===== src/rtl/tmds_enc_pkg.sv =====
package tmds_enc_pkg;
  localparam int BYTE_W = 8;
  localparam int QM_W   = BYTE_W + 1;
  localparam int SYM_W  = BYTE_W + 2;
  localparam int CNT_W  = $clog2(BYTE_W + 1);

  typedef logic [SYM_W-1:0] sym_t;
  typedef logic [QM_W-1:0]  qm_t;

  function automatic logic [CNT_W-1:0] ones8(input logic [BYTE_W-1:0] v);
    logic [CNT_W-1:0] n;
    n = '0;
    for (int i = 0; i < BYTE_W; i++) n = n + CNT_W'(v[i]);
    return n;
  endfunction

  function automatic sym_t ctrl_word(input logic [1:0] c);
    sym_t w;
    case (c)
      2'b00:   w = 10'b1101010100;
      2'b01:   w = 10'b0010101011;
      2'b10:   w = 10'b0101010100;
      default: w = 10'b1010101011;
    endcase
    return w;
  endfunction
endpackage


===== src/rtl/tmds_chain.sv =====
module tmds_chain
  import tmds_enc_pkg::*;
(
  input  logic [BYTE_W-1:0] data,
  output qm_t               qm
);
  logic [CNT_W-1:0] n1;
  logic             use_xnor;

  assign n1       = ones8(data);
  assign use_xnor = (n1 > CNT_W'(BYTE_W/2)) ||
                    ((n1 == CNT_W'(BYTE_W/2)) && !data[0]);

  always_comb begin
    qm[0] = data[0];
    for (int i = 1; i < BYTE_W; i++)
      qm[i] = use_xnor ? ~(qm[i-1] ^ data[i]) : (qm[i-1] ^ data[i]);
    qm[BYTE_W] = ~use_xnor;
  end
endmodule


===== src/rtl/tmds_balance.sv =====
module tmds_balance
  import tmds_enc_pkg::*;
#(
  parameter int DISP_W = 5
)(
  input  logic                     clk,
  input  logic                     rst_n,
  input  logic                     adv,
  input  logic                     de,
  input  qm_t                      qm,
  output sym_t                     sym,
  output logic signed [DISP_W-1:0] disp
);
  localparam logic signed [DISP_W-1:0] K_BYTE = DISP_W'(BYTE_W);
  localparam logic signed [DISP_W-1:0] K_TWO  = DISP_W'(2);

  logic [CNT_W-1:0]          n1q;
  logic signed [DISP_W-1:0]  ones_s, o_m_z, z_m_o, disp_nx;
  logic                      even, invert;

  assign n1q    = ones8(qm[BYTE_W-1:0]);
  assign ones_s = DISP_W'(n1q);
  assign o_m_z  = ones_s + ones_s - K_BYTE;
  assign z_m_o  = K_BYTE - ones_s - ones_s;
  assign even   = (disp == '0) || (n1q == CNT_W'(BYTE_W/2));
  assign invert = (!disp[DISP_W-1] && disp != '0 && n1q > CNT_W'(BYTE_W/2)) ||
                  (disp[DISP_W-1] && n1q < CNT_W'(BYTE_W/2));

  always_comb begin
    if (even) begin
      sym     = {~qm[BYTE_W], qm[BYTE_W],
                 qm[BYTE_W] ? qm[BYTE_W-1:0] : ~qm[BYTE_W-1:0]};
      disp_nx = disp + (qm[BYTE_W] ? o_m_z : z_m_o);
    end else if (invert) begin
      sym     = {1'b1, qm[BYTE_W], ~qm[BYTE_W-1:0]};
      disp_nx = disp + (qm[BYTE_W] ? K_TWO : '0) + z_m_o;
    end else begin
      sym     = {1'b0, qm[BYTE_W], qm[BYTE_W-1:0]};
      disp_nx = disp - (qm[BYTE_W] ? '0 : K_TWO) + o_m_z;
    end
  end

  always_ff @(posedge clk or negedge rst_n) begin
    if (!rst_n)   disp <= '0;
    else if (adv) disp <= de ? disp_nx : '0;
  end

  p_disp_even_r5: assert property (@(posedge clk) disable iff (!rst_n)
    disp[0] == 1'b0);
  p_hold_disp_r9: assert property (@(posedge clk) disable iff (!rst_n)
    !adv |=> $stable(disp));
endmodule


===== src/rtl/tmds_chan_enc.sv =====
module tmds_chan_enc
  import tmds_enc_pkg::*;
#(
  parameter int DISP_W = 5
)(
  input  logic              clk,
  input  logic              rst_n,
  input  logic              in_valid,
  output logic              in_ready,
  input  logic              in_de,
  input  logic [BYTE_W-1:0] in_data,
  input  logic [1:0]        in_ctrl,
  output logic              out_valid,
  input  logic              out_ready,
  output logic [SYM_W-1:0]  out_sym
);
  qm_t                      qm;
  sym_t                     pix_sym;
  logic signed [DISP_W-1:0] disp;
  logic                     take;

  assign in_ready = !out_valid || out_ready;
  assign take     = in_valid && in_ready;

  tmds_chain u_chain (.data(in_data), .qm(qm));

  tmds_balance #(.DISP_W(DISP_W)) u_bal (
    .clk(clk), .rst_n(rst_n), .adv(take), .de(in_de),
    .qm(qm), .sym(pix_sym), .disp(disp));

  always_ff @(posedge clk or negedge rst_n) begin
    if (!rst_n) begin
      out_valid <= 1'b0;
      out_sym   <= '0;
    end else if (in_ready) begin
      out_valid <= in_valid;
      if (in_valid) out_sym <= in_de ? pix_sym : ctrl_word(in_ctrl);
    end
  end

  p_chain_sel_r1: assert property (@(posedge clk) disable iff (!rst_n)
    (take && in_de && ones8(in_data) > CNT_W'(BYTE_W/2)) |=> !out_sym[BYTE_W]);
  p_balanced_r3: assert property (@(posedge clk) disable iff (!rst_n)
    (take && in_de && disp == '0) |=> (out_sym[SYM_W-1] != out_sym[BYTE_W]));
  p_ctrl_clear_r6: assert property (@(posedge clk) disable iff (!rst_n)
    (take && !in_de) |=> (disp == '0));
  p_latency_r7: assert property (@(posedge clk) disable iff (!rst_n)
    take |=> out_valid);
  p_hold_r8: assert property (@(posedge clk) disable iff (!rst_n)
    (out_valid && !out_ready) |=> (out_valid && $stable(out_sym)));
endmodule


===== config.mk =====
export PLATFORM = sky130hd
export DESIGN_NAME = tmds_chan_enc
export DESIGN_NICKNAME = d
export VERILOG_FILES = /design/src/rtl/tmds_enc_pkg.sv /design/src/rtl/tmds_chain.sv /design/src/rtl/tmds_balance.sv /design/src/rtl/tmds_chan_enc.sv
export SDC_FILE = /design/constraint.sdc
export NUM_CORES = 1
export LEC_CHECK = 0
export BUFFER_PORTS_ARGS = -buffer_cell sky130_fd_sc_hd__buf_2
export CAP_MARGIN = 25
export CORE_MARGIN = 2
export CORE_UTILIZATION = 58
export DETAILED_ROUTE_END_ITERATION = 10
export PLACE_DENSITY_LB_ADDON = 0.1
export SLEW_MARGIN = 20
export SYNTH_ARGS = -nofsm -noshare
export SYNTH_HDL_FRONTEND = slang
export SYNTH_SLANG_ARGS = --single-unit

===== constraint.sdc =====
create_clock -name clk -period 2.85 [get_ports clk]
set_clock_uncertainty 0.1 [all_clocks]
set_input_delay 0.57 -clock clk [delete_from_list [all_inputs] [get_ports clk]]
set_output_delay 0.57 -clock clk [all_outputs]
set_load 0.02 [all_outputs]

== Word level (Yosys, flattened, before mapping) ==
Cells that the tools add are included.
Storage, ports and cells
  register bits after elaboration: 16
  output and inout port bits: 12
  input bits: 15
  word-level logic and storage cells: 83
Cells by class
  multiplexer cells: 18
  eq/ne operators: 4
  reductions and logical operators: 16
  add/sub/neg operators: 23
  $lt $le $gt $ge: 3
  bitwise logic cells: 16
Operators with widths (count)
  4-bit by 1-bit adder with 4-bit output: 12
  10-bit two-way mux: 3
  10-bit one-hot mux with 3 select lines: 1
  5-bit adder: 4
  5-bit two-way mux: 4
  5-bit subtractor: 2
  4-bit by 3-bit equality test with 1-bit output, second input constant: 2
  4-bit by 3-bit greater-than comparator with 1-bit output, second input constant: 2
  8-bit two-way mux: 1
  1-bit NOT: 8
  8-bit NOT: 1
  1-bit two-way mux: 7
  1-bit XOR: 7
  4-bit by 4-bit adder with 5-bit output: 1
  1-bit logical AND: 5
  5-bit zero test: 1
  5-bit nonzero test: 1
  4-bit by 4-bit subtractor with 5-bit output, first input constant: 1
  5-bit subtractor, second input constant: 1
  1-bit by 1-bit adder with 2-bit output: 2
  1-bit logical OR: 4
  4-bit by 3-bit less-than comparator with 1-bit output, second input constant: 1
  2-bit two-way mux: 2
  1-bit zero test: 3
  other kinds (4): 4

== Depth between registers and ports, before layout ==
  depth in word-level cells: 36
  mapped depth: 30
  mapped depth without buffers: 29

== Cells and area by module ==
Synthesis repeated with hierarchy kept, for this count alone.
Unflattened totals
  cells, all modules: 220
  area total of the unflattened synthesis: 2200.9 um^2
Modules (own cells, without submodules)
  tmds_balance: cells an instance 132, instances 1, area an instance 1219.9 um^2
  tmds_chan_enc: cells an instance 55, instances 1, area an instance 619.3 um^2
  tmds_chain: cells an instance 33, instances 1, area an instance 361.6 um^2

== Worst setup path after synthesis ==
Ideal clock, no wire load.
  path kind: in2reg
  start point: input port in_data[0]
  end point: register u_bal.disp[4]
  buffers on the path: 1
  path slack: -5.088 ns
  stages: 30
  data arrival time: 7.772 ns
  data required time: 2.684 ns
  cell sequence: ha_1 -> inv_1 -> fa_1 -> fa_1 -> inv_1 -> fa_1 -> fa_1 -> nor3b_1 -> o21ai_0 -> a21oi_1 -> buf_2 -> xnor2_1 -> ha_1 -> inv_1 -> fa_1 -> inv_1 -> fa_1 -> fa_1 -> inv_1 -> fa_1 -> ha_1 -> xnor2_1 -> ha_1 -> inv_1 -> fa_1 -> xor2_1 -> xnor2_1 -> xnor2_1 -> a221oi_1 -> a22o_1
Between the ends
  word-level cells in the longest chain between the ends: 36
  elaborated cells on any way between the ends: 62
RTL lines
  start: declaration: RTL line tmds_chan_enc.sv:11  | input logic [BYTE_W-1:0] in_data,
  branches (longest 34 deep; another with 4-bit by 1-bit adder with 4-bit output)
  5-bit two-way mux *: RTL line tmds_balance.sv:30  | if (even) begin
  5-bit two-way mux *: RTL line tmds_balance.sv:45  | else if (adv) disp <= de ? disp_nx : '0;
  end signal: assignment: RTL line tmds_balance.sv:45
  end: declaration: RTL line tmds_balance.sv:12  | output logic signed [DISP_W-1:0] disp
Mark *: on every way between the ends.
A chain may end at the register's enable or synchronous reset.

== Worst setup path in the final report ==
Same ends and word-level chain as after synthesis.

==> reports/results.tsv <==
metric	value	unit
Worst-Margin Slew	0.690	ns
Setup-failing EPs final	14	
Rel. slew slack	53.5	%
met2 GRT Util	52.5	%
CTS max path bufs	2	
arrival time at the worst endpoint	7.44	ns
I/O pins	27	
max_cap viols	0	
WP data required	2.97	ns
Max Slew Vio Count	0	
clk sinks	15	
worst reg2reg path endpoint	u_bal.disp[4]$_DFFE_PN0P_	
DIE WIDTH	61.5	um
IO buf count	26	
FILL cells	198	
setup TNS	-53.95	ns
Die ar.	3780	um^2
mean post-synth cell area	9.00	um^2
final WL	4860	um
vias in the first global route	1838	
delay of the slowest cell on the worst path	0.51	ns
first-pass GRT wire length	8000	um
area occupied by registers	375	um^2
RePlAce Congestion	0.842	
CTS buffer count	3	
met1 Track Usage GR	34.2	%
hold-fix buffers at CTS	0	
layout cells sized above 1	42.8	%
WS Path Type	in -> reg	
Diodes inserted	0	
Final Cell Area	2620	um^2
FP Rows	20	
net count after synthesis	266	
Clock Latency Late Sink	0.27	ns
register area share after synthesis	19.6	%
busiest grt layer	met2	
Cell variety after synth	37	
Worst setup SP type	input port	
drt drc	0	
dpl cell area	2450	um^2
CTS tree	built	
initial antenna violation count	0	
wire per inst	15.2	um
clock period minus worst slack	7.32	ns
failing checks	negative setup slack	
most frequent cells in the layout	buf_4 (39), inv_1 (25), buf_2 (24), ha_1 (21), dfrtp_1 (15)	
RSZ-0062 raised after global routing	yes	
core area	3100	um^2
Die Y	61.5	um
Worst-path clk slew	0.08	ns
Final Hold Vio Count	0	
register bit total from synthesis	15	
Final Cycle Share	257	%
FF-to-FF path depth	9	
Worst Setup Slack, final	-4.47	ns
Starting Density	61.8	%
critical-path maximum fanout	2	
DR iter-0 viols	150	
placed cells	312	
largest net degree at the start of global routing	16	
total grt overflow	0	
final std cells w/o fill	320	
vias	1729	
pre-CTS setup slack	-4.88	ns
drt via density	5.40	
1st-pass router iterations	5	
fmax	137	MHz
CTS Root Cell	clkbuf_4	
GRT Total Usage	28.4	%
synth-to-layout area growth	36.6	%
CP endpoint kind	register	
DP Wirelength	3790	um
DRT antenna net count	0	
met3 usage	2.94	%
Post-Syn Area	1920	um^2
commonest non-fill, non-tap cell in the layout	buf_4	
multi-input logic area	1590	um^2
status	complete, but fails checks	
Final nets	330	
Hold Crit Class	in -> async	
Syn Inst Count	213	
CTS HTree Levels	1	
reg2reg start	u_bal.disp[1]$_DFFE_PN0P_	
R2R setup slack	0.42	ns
synth warn	0	
CP max stage cell	fa_1	
-- synthesized netlist by cell type --
library cell | count | area, um^2
inv_1 | 33 | 124
ha_1 | 26 | 325
nor2_1 | 17 | 63.8
a21oi_1 | 16 | 80.1
dfrtp_1 | 15 | 375
xnor2_1 | 13 | 114
fa_1 | 12 | 240
nand2_1 | 12 | 45.0
o21ai_0 | 9 | 45.0
xor2_1 | 9 | 78.8
clkbuf_1 | 6 | 22.5
a22o_1 | 5 | 43.8
a21o_1 | 4 | 30.0
nor3_1 | 4 | 20.0
nand2b_1 | 3 | 18.8
a221oi_1 | 2 | 17.5
and2_1 | 2 | 12.5
nor3b_1 | 2 | 15.0
o221ai_1 | 2 | 17.5
or3_1 | 2 | 12.5
xnor2_2 | 2 | 32.5
xnor2_4 | 2 | 55.1
a211oi_1 | 1 | 7.51
a21oi_2 | 1 | 8.76
a31o_2 | 1 | 8.76
a31oi_1 | 1 | 6.26
buf_2 | 1 | 5.00
inv_2 | 1 | 3.75
mux2i_1 | 1 | 10.0
nand3_1 | 1 | 5.00
o21ai_1 | 1 | 5.00
o21bai_2 | 1 | 11.3
o22ai_1 | 1 | 6.26
o311ai_0 | 1 | 8.76
or2_2 | 1 | 6.26
or2b_1 | 1 | 7.51
xor2_4 | 1 | 27.5
-- timing repair --
item	in CTS	in global routing
gates resized for setup	22	8
endpoints found under the hold margin	0	0
endpoints found under the setup margin	14	14
pin swaps	14	10
setup buffers	5	2
-- per-layer routing --
metal  part of all wire (%)  up-vias
met5                      0        -
met4                    1.1        0
met3                    5.0       10
met2                     54       68
met1                     40      830
li1                       -      821
-- registers in the layout, indices dropped and copies added (netlist names) --
signal and count:
out_sym 10, u_bal.disp 4, out_valid 1
-- critical path: cells and delay by family --
kind	cells	cell delay [ns]
xor+xnor	4	0.53
compound gates	4	0.68
fa+ha+maj	14	5.09
simple gates	1	0.21
buf+inv	7	0.36
-- through the flow --
stage | utilization [%] | hold WS [ns]
after floorplan | - | 0.174
after global placement | 79.0 | 0.355
after detailed placement | 79.0 | 0.376
after CTS | 83.3 | 0.0800
after global routing | 84.4 | 0.0802
final | 84.4 | 0.0737
-- cells by family (layout without fill, tap and decap cells) --
family	count (synthesis)	after routing	synth area share, %
AOI/OAI and AO/OA	46	46	15.5
and+or+nand+nor	45	45	10.8
buffers and inverters	41	104	8.09
adders and majority gates	38	38	29.5
xor gates and xnor gates	27	27	16.1
DFF	15	15	19.6
muxes	1	1	0.522
-- how the worst max path moves through the flow --
stage	start	slack, ns	cells past startpoint	to
2_1_floorplan	in_data[1]	-4.64	30	u_bal.disp[4]$_DFFE_PN0P_
3_3_place_gp	in_data[0]	-4.69	30	u_bal.disp[4]$_DFFE_PN0P_
3_5_place_dp	in_data[1]	-4.88	30	u_bal.disp[4]$_DFFE_PN0P_
4_1_cts	in_data[1]	-4.53	30	u_bal.disp[4]$_DFFE_PN0P_
5_1_grt	in_data[1]	-4.82	30	u_bal.disp[4]$_DFFE_PN0P_
6_report	in_data[0]	-4.47	30	u_bal.disp[4]$_DFFE_PN0P_
-- cell type report --
class,count,share of cell area (%)
timing repair buffer,66,17.1
tap,44,2.10
clock buffer,4,1.00
inverter,34,4.87
multi-input combinational,157,60.6
sequential,15,14.3
Power is left out: the tool's default activity adds up to more than one toggle a clock period on the data nets, which glitch-free logic cannot reach.
